## config.mk

```make
export PLATFORM = sky130hd
export DESIGN_NAME = pulse_ontime_meter
export DESIGN_NICKNAME = d
export VERILOG_FILES = /design/src/rtl/pom_pkg.sv /design/src/rtl/pom_edge.sv /design/src/rtl/pom_counter.sv /design/src/rtl/pom_ctrl.sv /design/src/rtl/pulse_ontime_meter.sv
export SDC_FILE = /design/constraint.sdc
export NUM_CORES = 1
export LEC_CHECK = 0
export BUFFER_PORTS_ARGS = -buffer_cell sky130_fd_sc_hd__buf_2
export CORE_MARGIN = 5
export CORE_UTILIZATION = 35
export CTS_CLUSTER_DIAMETER = 30
export DETAILED_ROUTE_END_ITERATION = 16
export HOLD_SLACK_MARGIN = 0.06
export MAX_ROUTING_LAYER = met4
export SLEW_MARGIN = 20
export SYNTH_ARGS = -nofsm -noshare
export SYNTH_HDL_FRONTEND = slang
export SYNTH_SLANG_ARGS = --single-unit
```

## constraint.sdc

```tcl
create_clock -name clk -period 1.6 [get_ports clk]
set_input_delay 0.32 -clock clk [delete_from_list [all_inputs] [get_ports clk]]
set_output_delay 0.32 -clock clk [all_outputs]
set_load 0.03 [all_outputs]
```

## src/rtl/pom_pkg.sv

```systemverilog
package pom_pkg;
    typedef enum logic [1:0] {
        ST_IDLE = 2'd0,
        ST_WAIT = 2'd1,
        ST_MEAS = 2'd2
    } pom_state_e;

    typedef struct packed {
        logic clr;
        logic start;
        logic inc;
    } cnt_ctl_t;

    function automatic int cnt_width(input int limit);
        return $clog2(limit + 1);
    endfunction
endpackage

```

## src/rtl/pom_edge.sv

```systemverilog
module pom_edge (
    input  logic clk,
    input  logic rst,
    input  logic gate,
    output logic rise,
    output logic fall
);
    logic gate_q;

    always_ff @(posedge clk) begin
        if (rst) gate_q <= 1'b0;
        else     gate_q <= gate;
    end

    assign rise = gate & ~gate_q;
    assign fall = ~gate & gate_q;
endmodule

```

## src/rtl/pom_counter.sv

```systemverilog
module pom_counter
    import pom_pkg::*;
#(
    parameter int LIMIT = 176,
    localparam int CW = cnt_width(LIMIT)
) (
    input  logic          clk,
    input  logic          rst,
    input  cnt_ctl_t      ctl,
    output logic [CW-1:0] cnt,
    output logic          at_limit
);
    localparam logic [CW-1:0] LIM_C = CW'(LIMIT);

    always_ff @(posedge clk) begin
        if (rst)            cnt <= '0;
        else if (ctl.clr)   cnt <= '0;
        else if (ctl.start) cnt <= CW'(1);
        else if (ctl.inc)   cnt <= cnt + CW'(1);
    end

    assign at_limit = (cnt == LIM_C);

    // count never runs past the limit
    p_count_cap_r3: assert property (@(posedge clk) disable iff (rst)
        cnt <= LIM_C);
endmodule

```

## src/rtl/pom_ctrl.sv

```systemverilog
module pom_ctrl
    import pom_pkg::*;
(
    input  logic     clk,
    input  logic     rst,
    input  logic     arm,
    input  logic     gate,
    input  logic     rise,
    input  logic     at_limit,
    output cnt_ctl_t ctl,
    output logic     done_ok,
    output logic     done_timeout
);
    pom_state_e state;

    always_comb begin
        ctl.clr   = arm;
        ctl.start = !arm && (state == ST_WAIT) && rise;
        ctl.inc   = !arm && (state == ST_MEAS) && gate && !at_limit;
    end

    always_ff @(posedge clk) begin
        if (rst) begin
            state        <= ST_IDLE;
            done_ok      <= 1'b0;
            done_timeout <= 1'b0;
        end else if (arm) begin
            state        <= ST_WAIT;
            done_ok      <= 1'b0;
            done_timeout <= 1'b0;
        end else begin
            case (state)
                ST_WAIT: if (rise) state <= ST_MEAS;
                ST_MEAS: begin
                    if (!gate) begin
                        state   <= ST_IDLE;
                        done_ok <= 1'b1;
                    end else if (at_limit) begin
                        state        <= ST_IDLE;
                        done_timeout <= 1'b1;
                    end
                end
                default: state <= ST_IDLE;
            endcase
        end
    end

    p_flags_excl_r4: assert property (@(posedge clk) disable iff (rst)
        !(done_ok && done_timeout));
    p_arm_clears_r5: assert property (@(posedge clk) disable iff (rst)
        arm |=> (!done_ok && !done_timeout));
    p_ok_hold_r5: assert property (@(posedge clk) disable iff (rst)
        (done_ok && !arm) |=> done_ok);
    p_to_hold_r5: assert property (@(posedge clk) disable iff (rst)
        (done_timeout && !arm) |=> done_timeout);
    p_ok_on_low_r2: assert property (@(posedge clk) disable iff (rst)
        $rose(done_ok) |-> !$past(gate));
    p_to_on_high_r3: assert property (@(posedge clk) disable iff (rst)
        $rose(done_timeout) |-> $past(gate));
endmodule

```

## src/rtl/pulse_ontime_meter.sv

```systemverilog
module pulse_ontime_meter
    import pom_pkg::*;
#(
    parameter int LIMIT = 176,
    localparam int CW = cnt_width(LIMIT)
) (
    input  logic          clk,
    input  logic          rst,
    input  logic          arm,
    input  logic          gate,
    output logic [CW-1:0] on_count,
    output logic          done_ok,
    output logic          done_timeout
);
    logic     rise;
    logic     fall;
    logic     at_limit;
    cnt_ctl_t ctl;

    pom_edge u_edge (
        .clk  (clk),
        .rst  (rst),
        .gate (gate),
        .rise (rise),
        .fall (fall)
    );

    pom_ctrl u_ctrl (
        .clk          (clk),
        .rst          (rst),
        .arm          (arm),
        .gate         (gate),
        .rise         (rise),
        .at_limit     (at_limit),
        .ctl          (ctl),
        .done_ok      (done_ok),
        .done_timeout (done_timeout)
    );

    pom_counter #(.LIMIT(LIMIT)) u_cnt (
        .clk      (clk),
        .rst      (rst),
        .ctl      (ctl),
        .cnt      (on_count),
        .at_limit (at_limit)
    );

    // a completed capture coincides with a falling edge having been seen
    p_fall_seen_r2: assert property (@(posedge clk) disable iff (rst)
        $rose(done_ok) |-> $past(fall));
endmodule

```

==> flow_summary_export.csv, run 1 <==
group,metric,value,unit
clocking,post-cts-setup-buffer-count,0,
power,p_switching,122,uW
synthesis,syn_nets,73,
synthesis,async_reset_ff_frac,0,
clocking,insertion_delay,270,ps
clocking,cts_tree,"done",
worst_setup_path,cp_top_family,"flip-flops",
synthesis,yosysUniqueCellTypes,30,
worst_setup_path,criticalPathCategory,"flop to flop",
power,power_frac_comb,0.050,
synthesis,synthSimpleGateAreaFrac,0.321,
worst_setup_path,cp_data_required_time,1760,ps
timing,rsz0062_at_grt,"no",
synthesis,synthTopCellsByCount,"13 x dfxtp_1, 8 x nor2_1, 5 x xor2_1",
synthesis,synth-compound-area-share,0.108,
timing,relSlewSlack,0.793,
floorplanning,start_util,0.367,
cells_and_area,diodes,0,
timing,slew_viol_final,0,
clocking,cts_buffers,3,
power,power_leakage,0.000301,uW
synthesis,dominantRegCellSynth,"dfxtp_1",
worst_setup_path,worst_ep_arrival_time,1580,ps
synthesis,muxShareOfSynthArea,0,
global_routing,grt_pass1_wl,2.09,mm
worst_setup_path,worstPathMaxFanout,6,
timing,fin_crit_sh,0.890,
timing,setup_tns,0,ps
power,p_int,435,uW
routing,wl_per_cell,11.4,um
power,power_density,739,nW/um2
clocking,cts.sinks,13,
status,status,"finished, final reports clean",
run,drv_cap,0,
synthesis,yosysSeqAreaShare,0.415,
timing,tightestPinTransition,310,ps
routing,via_per_inst,4.80,
clocking,cts_resized,0,
clocking,path_clk_slew,80,ps
clocking,htree_levels,1,
timing,finalSetupViolations,0,
timing,hold_viol_final,0,
floorplanning,rows,15,
cells_and_area,fin_nets,91,
place,io_buffer_count,13,
floorplanning,dieArea,2740,um2
timing,clock_skew,1.66,ps
worst_setup_path,worstSetupStartpointType,"flop",
cells_and_area,area_delta_synth_final,20.2,%
worst_setup_path,critPathMaxStageDelay,380,ps
cells_and_area,nFillCells,173,
synthesis,synth_most_common_cell,"dfxtp_1",
synthesis,synth_top_family_by_area,"simple AND/OR/NAND/NOR gates",
synthesis,synth_top_cell_by_area,"dfxtp_1",
synthesis,synth_top_area_frac,0.415,
worst_setup_path,crit_chain,"inv_1, ha_1, and3_1, a211oi_1, xnor2_1, nor2_1",
synthesis,syn_inst,67,
worst_setup_path,cp_slowest_cell,"dfxtp_2",
place,dp_hpwl,966,um
clocking,cts.hold.buffers_added,0,
routing,totalWireLength,1.24,mm
clocking,cts_root_buf,"clkbuf_4",
synthesis,yosys_warnings,0,
synthesis,synth_edf_count,0,
clocking,cts_buffer_depth,2,
floorplanning,die_w,52.3,um
routing,drt_iter0_drc,10,
cells_and_area,drive_gt1_frac,0.286,
worst_setup_path,crit_path_end_kind,"flop",
worst_setup_path,cp.buffers_inverters,1,
hold_path,hold_path_class,"primary input to flop",
routing,drtPass1Iterations,3,
global_routing,grt_pass1_vias,499,
global_routing,grt_usage,0.105,
floorplanning,die_h,52.3,um
synthesis,synth_xor_area_frac,0.0838,
synthesis,synth-seq-cells,13,
global_routing,grt_max_degree,8,
floorplanning,core_area,1710,um2
global_routing,antenna_found_initial,0,
cells_and_area,register_area,262,um2
global_routing,overflow,0,
power,peakVddDrop,0.412,mV
synthesis,ys_top_cells_by_area,"dfxtp_1 42%, xor2_1 7.0%, nor2_1 4.8%, ha_1 4.0%, nor4b_4 3.8%",
timing,max_freq,0.702,GHz
power,seq_power_share,0.595,
timing,period_needed,1420,ps
routing,dr_total_vias,523,
power,clkPwrFrac,0.355,
routing,drtAntennaViolNets,0,
cells_and_area,fin_util,0.441,
cells_and_area,multi_input_area,347,um2
synthesis,synth_fa_ha_area_frac,0.0399,
power,sw_frac_of_total,0.219,
floorplanning,io_pins,14,
synthesis,synth.avg_cell_area,9.36,um2
synthesis,synth_area,627,um2
routing,route.detailed.drc,0,
place,routabilityCongestion,0.819,
==> state kept, by name, indices dropped and copies added, names as in the netlist <==
signal,cells
u_ctrl.done_ok,1
u_cnt.cnt,8
u_ctrl.done_timeout,1
u_ctrl.state,2
u_edge.gate_q,1
==> final cells by class <==
type | instances | area share
sequential | 13 | 0.347
multi-input combinational | 49 | 0.460
timing repair buffer | 14 | 0.0963
inverter | 4 | 0.0199
clock buffer | 4 | 0.0349
tap | 25 | 0.0415
==> power groups by stage <==
stage          combinational (uW)  clock (uW)  sequential, uW
6_report                     27.7         198             332
5_1_grt                      31.0         228             332
4_1_cts                      28.4         213             332
3_5_place_dp                 28.2           0             339
3_3_place_gp                 28.1           0             339
2_1_floorplan                14.5           0             340
==> layout by cell type (no fill, tap or decap), types with 3 or more instances in the layout <==
| master | count |
|---|---|
| inv_1 | 4 |
| nand2_1 | 4 |
| nand3_1 | 4 |
| dfxtp_1 | 12 |
| buf_2 | 13 |
| clkbuf_4 | 3 |
| xor2_1 | 5 |
| nor2_1 | 8 |
==> stage by stage <==
step	total power, uW	worst slack, ps	hold slack, ps	area (um2)	instances
final	557	176	271	753	109
after global routing	592	16.4	255	753	109
after CTS	573	167	258	753	109
after detailed placement	367	189	453	727	105
after global placement	367	224	446	727	105
after floorplan	354	52.0	380	628	67
==> path summary, 6_finish.rpt <==
path	slack, ps	end	startpoint	cells past startpoint
setup / recovery	180	u_cnt.cnt[2]	u_cnt.cnt[0]	6
hold / removal	270	u_cnt.cnt[0]	rst	2
setup reg to reg	180	u_cnt.cnt[2]	u_cnt.cnt[0]	6
hold reg to reg	470	u_ctrl.done_ok	u_ctrl.done_ok	1
==> metal layers <==
| metal | track usage | vias up | part of all wire |
|---|---|---|---|
| li1 | - | 271 | - |
| met1 | 0.111 | 238 | 0.48 |
| met2 | 0.178 | 12 | 0.46 |
| met3 | 0.0370 | 2 | 0.058 |
| met4 | 0.0383 | 0 | 0.0040 |
| met5 | - | - | 0 |
==> cell families (layout without fill, tap and decap cells) <==
family | after synthesis | in the layout
AO/OA/AOI/OAI | 9 | 9
flip-flops | 13 | 13
buffers and inverters | 5 | 22
adder cells (fa/ha/maj) | 2 | 2
AND/OR/NAND/NOR | 32 | 32
XOR/XNOR | 6 | 6
(Power assumes the default switching activity.)
==> run 2: changes to the inputs <==
--- a/config.mk
+++ b/config.mk
@@ -5,7 +5,9 @@
 export SDC_FILE = /design/constraint.sdc
 export NUM_CORES = 1
 export LEC_CHECK = 0
+export ABC_AREA = 1
 export BUFFER_PORTS_ARGS = -buffer_cell sky130_fd_sc_hd__buf_2
+export CORE_ASPECT_RATIO = 0.7
 export CORE_MARGIN = 5
 export CORE_UTILIZATION = 35
 export CTS_CLUSTER_DIAMETER = 30
==> constraint.sdc (replaced) <==
create_clock -name clk -period 1.55 [get_ports clk]
set_input_delay 0.31 -clock clk [delete_from_list [all_inputs] [get_ports clk]]
set_output_delay 0.31 -clock clk [all_outputs]
set_load 0.03 [all_outputs]
==> run 2 against run 1 <==
Compared with the run above: hold slack worse by 53 ps; sequential power up 3%; highest routed layer unchanged; utilization down 0.071 points.
==> flow_summary_export.csv, run 2 <==
group,metric,value,unit
worst_setup_path,crit_path_end_kind,"flop",
worst_setup_path,cp_data_required_time,1750,ps
cells_and_area,fin_util,0.440,
cells_and_area,nFillCells,192,
routing,dr_total_vias,662,
cells_and_area,top_regs,"u_cnt.cnt: 8 flops, u_ctrl.state: 2 flops",
timing,setup_tns,0,ps
power,peakVddDrop,0.365,mV
status,status,"finished, final reports clean",
floorplanning,dieArea,3020,um2
timing,whs,218,ps
floorplanning,die_w,63.6,um
place,dpl_cell_area,805,um2
global_routing,antenna_found_initial,0,
power,power_leakage,0.000377,uW
cells_and_area,area_delta_synth_final,17.9,%
worst_setup_path,crit_path_frequent_cell,"inv_1",
worst_setup_path,crit_chain,"inv_1, ha_1, inv_1, nor2_1, nand2_2, nand2_4, inv_2, nand2_1, a21oi_1",
worst_setup_path,cp_top_family,"flip-flops",
worst_setup_path,critPathMaxStageDelay,410,ps
clocking,cts_buffer_depth,2,
synthesis,synth_xor_area_frac,0.0373,
worst_setup_path,worst_ep_arrival_time,1590,ps
floorplanning,start_util,0.373,
worst_setup_path,worstSetupStartpointType,"flop",
worst_setup_path,cp_slowest_cell,"dfxtp_1",
cells_and_area,final_common_cell,"nand2_1",
timing,slew_viol_final,0,
timing,relSlewSlack,0.849,
synthesis,synth_edf_count,0,
routing,drt_iter0_drc,11,
synthesis,synthTopCellsByCount,"34 x nand2_1, 17 x inv_1, 13 x dfxtp_1, 10 x a21oi_1, 7 x nor2_1",
place,dp_hpwl,1.15,mm
place,routabilityCongestion,0.874,
cells_and_area,drive_gt1_frac,0.203,
cells_and_area,diodes,0,
synthesis,synth_area,704,um2
clocking,cts_tree,"done",
clocking,cts_root_buf,"clkbuf_4",
synthesis,yosys_warnings,0,
floorplanning,io_pins,14,
cells_and_area,design_area,831,um2
global_routing,grt_pass1_wl,2.55,mm
synthesis,synth_top_area_frac,0.369,
synthesis,synth_fa_ha_area_frac,0.0355,
clocking,path_clk_slew,80,ps
power,power_density,693,nW/um2
global_routing,grt_usage,0.114,
floorplanning,core_area,1890,um2
synthesis,synth-seq-cells,13,
hold_path,worstHoldStart,"rst",
synthesis,yosysSeqAreaShare,0.369,
worst_setup_path,r2r-start,"u_cnt.cnt[0]",
clocking,htree_levels,1,
synthesis,synth_top_cell_by_area,"dfxtp_1",
timing,max_freq,0.718,GHz
global_routing,overflow,0,
synthesis,synth.avg_cell_area,6.71,um2
clocking,post-cts-setup-buffer-count,0,
cells_and_area,register_area,260,um2
synthesis,dominantRegCellSynth,"dfxtp_1",
synthesis,synth_top_family_by_area,"simple AND/OR/NAND/NOR gates",
global_routing,grt_max_degree,11,
timing,clock_skew,3.51,ps
routing,drtPass1Iterations,4,
worst_setup_path,cp.buffers_inverters,3,
cells_and_area,largest_reg_flops,8,
synthesis,syn_inst,105,
timing,period_needed,1390,ps
global_routing,grt_pass1_vias,585,
floorplanning,rows,13,
synthesis,yosysUniqueCellTypes,21,
cells_and_area,regMostFlops,"u_cnt.cnt",
synthesis,muxShareOfSynthArea,0,
synthesis,synthSimpleGateAreaFrac,0.361,
timing,hold_viol_final,0,
clocking,cts.hold.buffers_added,0,
synthesis,synth_most_common_cell,"nand2_1",
timing,finalSetupViolations,0,
routing,wl_per_cell,9.86,um
routing,totalWireLength,1.43,mm
clocking,cts_resized,0,
routing,drtAntennaViolNets,0,
worst_setup_path,crit_start,"u_cnt.cnt[0]",
place,io_buffer_count,13,
clocking,cts.sinks,13,
synthesis,syn_nets,111,
timing,fin_crit_sh,0.899,
cells_and_area,fin_nets,130,
routing,route.detailed.drc,0,
cells_and_area,multi_input_area,377,um2
synthesis,async_reset_ff_frac,0,
clocking,insertion_delay,270,ps
hold_path,hold_path_class,"primary input to flop",
timing,tightestPinTransition,226,ps
routing,via_per_inst,4.57,
cells_and_area,most-common-layout-cells,"34 x nand2_1, 17 x inv_1, 13 x buf_2, 13 x dfxtp_1, 10 x a21oi_1",
timing,rsz0062_at_grt,"no",
synthesis,ys_top_cells_by_area,"dfxtp_1 37%, nand2_1 18%, inv_1 9.1%, a21oi_1 7.1%, nor2_1 3.7%",
worst_setup_path,worstPathMaxFanout,10,
synthesis,synth-compound-area-share,0.101,
worst_setup_path,criticalPathCategory,"flop to flop",
clocking,cts_buffers,3,
run,drv_cap,0,
floorplanning,die_h,47.5,um
==> run 2: cell types whose count changed after synthesis, sizes merged, moves of 2 or more <==
cell   previous run  this run
nand3             4         6
and3              3         0
inv               4        18
xor2              5         2
a21oi             2        11
nand2             4        37
==> run 2: power by group <==
part	leakage, uW	internal [uW]	switching (uW)
Clock	0.0000150	99.8	105
Combinational	0.000257	10.1	19.4
Sequential	0.000105	338	3.18
Total	0.000377	448	128
==> run 2: logic make-up (layout without fill, tap and decap cells) <==
| kind of cell | Yosys count | in the layout |
|---|---|---|
| DFF | 13 | 13 |
| and+or+nand+nor | 56 | 56 |
| buffers and inverters | 18 | 36 |
| AOI/OAI and AO/OA | 13 | 13 |
| xor gates and xnor gates | 3 | 3 |
| adders and majority gates | 2 | 2 |
==> run 2: area by class of cell <==
class                   count  area share
multi-input cells          74       0.453
flip-flops and latches     13       0.313
repair buffers             14      0.0873
inverters                  18      0.0813
well taps                  22      0.0331
clock buffers               4      0.0316
==> run 2: path summary, 6_finish.rpt <==
| kind | endpoint | slack, ps | depth (start not counted) |
|---|---|---|---|
| worst min-delay path | u_ctrl.state[0] | 220 | 2 |
| worst min register to register | u_ctrl.done_timeout | 460 | 2 |
| worst max-delay path | u_cnt.cnt[3] | 160 | 9 |
| worst max register to register | u_cnt.cnt[3] | 160 | 9 |
==> run 2: layer usage <==
metal / vias up / global-route usage / wire length, um
met1: 283 / 0.143 / 718
met3: 4 / 0.0493 / 84
met2: 16 / 0.164 / 610
met4: 0 / 0.0373 / 16
met5: - / - / 0
li1: 359 / - / -
==> run 2: through the flow <==
| step | instances | setup WS (ps) | power, uW |
|---|---|---|---|
| finish | 145 | 156 | 576 |
| global route | 145 | 14.8 | 607 |
| CTS | 145 | 157 | 587 |
| detailed placement | 141 | 173 | 378 |
| global placement | 141 | 213 | 379 |
| floorplan | 105 | 74.0 | 368 |
==> run 3: changes to the inputs <==
--- a/config.mk
+++ b/config.mk
@@ -7,13 +7,16 @@
 export LEC_CHECK = 0
 export ABC_AREA = 1
 export BUFFER_PORTS_ARGS = -buffer_cell sky130_fd_sc_hd__buf_2
+export CELL_PAD_IN_SITES_DETAIL_PLACEMENT = 1
+export CELL_PAD_IN_SITES_GLOBAL_PLACEMENT = 2
 export CORE_ASPECT_RATIO = 0.7
 export CORE_MARGIN = 5
-export CORE_UTILIZATION = 35
+export CORE_UTILIZATION = 28
 export CTS_CLUSTER_DIAMETER = 30
 export DETAILED_ROUTE_END_ITERATION = 16
 export HOLD_SLACK_MARGIN = 0.06
 export MAX_ROUTING_LAYER = met4
+export PLACE_DENSITY_LB_ADDON = 0.1
 export SLEW_MARGIN = 20
 export SYNTH_ARGS = -nofsm -noshare
 export SYNTH_HDL_FRONTEND = slang
==> run 3 against run 2 <==
Compared with the run above: clock power up 6%; cell count rose by 9.7%; non-clock buffer count grew 2; clock skew increased by 4.6 ps; sequential share of layout area fell by 1.2 points; critical path depth stayed put; combinational power is 16% higher; count of clock-buffer cells in the layout unchanged; register-to-register slack barely moved; flip-flop and latch count did not move; via count rose by 3.3%; global-route usage is 0.31 points higher.
==> flow_summary_export.csv, run 3 (synthesized netlist as in run 2, its figures left out) <==
group,metric,value,unit
routing,drtPass1Iterations,4,
floorplanning,start_util,0.289,
global_routing,overflow,0,
timing,clock_skew,8.13,ps
global_routing,grt_usage,0.117,
timing,setup_tns,0,ps
power,power,594,uW
status,status,"finished, final reports clean",
floorplanning,core_area,2440,um2
worst_setup_path,criticalPathCategory,"flop to flop",
power,power_density,688,nW/um2
cells_and_area,top_regs,"u_cnt.cnt: 8 flops, u_ctrl.state: 2 flops",
floorplanning,die_w,70.0,um
cells_and_area,nFillCells,329,
worst_setup_path,worstPathMaxFanout,10,
power,clkPwrFrac,0.368,
cells_and_area,final_common_cell,"nand2_1",
cells_and_area,most-common-layout-cells,"34 x nand2_1, 17 x inv_1, 13 x buf_2, 13 x dfxtp_1, 10 x a21oi_1",
timing,period_needed,1400,ps
power,sw_frac_of_total,0.243,
cells_and_area,regMostFlops,"u_cnt.cnt",
clocking,cts_tree,"done",
routing,via_per_inst,4.30,
clocking,insertion_delay,280,ps
power,seq_power_share,0.575,
timing,slew_viol_final,0,
worst_setup_path,cp_data_required_time,1760,ps
cells_and_area,largest_reg_flops,8,
power,p_int,450,uW
timing,finalSetupViolations,0,
clocking,path_clk_slew,90,ps
clocking,cts_root_buf,"clkbuf_4",
clocking,cts_buffer_depth,2,
worst_setup_path,ff2ff_setup_slack,150,ps
power,peakVddDrop,0.488,mV
cells_and_area,fin_util,0.354,
clocking,post-cts-setup-buffer-count,0,
run,drv_cap,0,
hold_path,hold_path_class,"primary input to flop",
power,power_frac_comb,0.057,
floorplanning,rows,15,
cells_and_area,area_delta_synth_final,22.6,%
place,routabilityCongestion,0.726,
routing,totalWireLength,1.90,mm
worst_setup_path,crit_path_end_kind,"flop",
global_routing,grt_pass1_vias,648,
timing,rsz0062_at_grt,"no",
timing,fin_crit_sh,0.906,
clocking,cts.sinks,13,
cells_and_area,diodes,0,
floorplanning,io_pins,14,
routing,route.detailed.drc,0,
global_routing,grt_max_degree,11,
routing,drt_iter0_drc,16,
global_routing,antenna_found_initial,0,
power,p_switching,144,uW
clocking,cts.hold.buffers_added,0,
clocking,htree_levels,1,
routing,wl_per_cell,12.0,um
worst_setup_path,worstSetupStartpointType,"flop",
routing,drtAntennaViolNets,0,
timing,tightestPinTransition,254,ps
timing,hold_viol_final,0,
timing,relSlewSlack,0.829,
clocking,cts_buffers,3,
power,power_leakage,0.000389,uW
routing,dr_total_vias,684,
timing,max_freq,0.712,GHz
floorplanning,die_h,52.0,um
global_routing,grt_pass1_wl,3.15,mm
place,dpl_cell_area,835,um2
place,io_buffer_count,13,
cells_and_area,design_area,863,um2
floorplanning,dieArea,3630,um2
place,dp_hpwl,1.52,mm
worst_setup_path,worst_ep_arrival_time,1620,ps
cells_and_area,drive_gt1_frac,0.224,
cells_and_area,fin_nets,132,
-- run 3: power by group through the flow --
stage	registers [uW]	logic, uW	clock network [uW]
floorplan	350	18.3	0
global placement	349	33.8	0
detailed placement	349	33.9	0
CTS	341	34.2	226
global route	343	38.5	249
finish	341	34.1	218
-- run 3: through the flow --
step,hold WS (ps),std cells,setup slack [ps]
after floorplan,379,105,74.0
after global placement,439,155,172
after detailed placement,437,155,135
after CTS,211,159,119
after global routing,217,159,13.9
final,219,159,145
-- run 3: path summary, 6_finish.rpt --
kind | startpoint | to | cells after the start
hold / removal | rst | u_edge.gate_q | 2
setup / recovery | u_cnt.cnt[1] | u_cnt.cnt[4] | 9
setup reg to reg | u_cnt.cnt[1] | u_cnt.cnt[4] | 9
hold reg to reg | u_ctrl.done_timeout | u_ctrl.done_timeout | 2
-- run 3: timing repair --
action	4_1_cts	5_1_grt
gates resized for setup	0	1
setup endpoints to repair	0	6
hold endpoints to repair	0	0
-- run 3: layout make-up --
class	count	area (um2)	share of cell area
inverters	18	67.6	0.0783
multi-input cells	74	379	0.439
clock buffers	4	26.3	0.0304
repair buffers	16	87.6	0.101
flip-flops and latches	13	260	0.301
well taps	34	42.5	0.0493
-- run 3: per-layer routing --
layer / wire length, um / GRT usage / part of all wire / up-vias
met5: 0 / - / 0 / -
met4: 12 / 0.0287 / 0.0063 / 0
met3: 100 / 0.0541 / 0.053 / 2
met2: 677 / 0.139 / 0.36 / 12
met1: 1110 / 0.169 / 0.58 / 308
li1: - / - / - / 362
-- run 3: worst max-delay path, cell delays in order (launching register included) --
cell and delay (ps):
dfxtp_1 420, inv_1 70, ha_1 180, inv_1 70, nor2_2 60, nand2_2 80
nand2_4 100, inv_2 140, nand2_1 70, a21oi_1 140
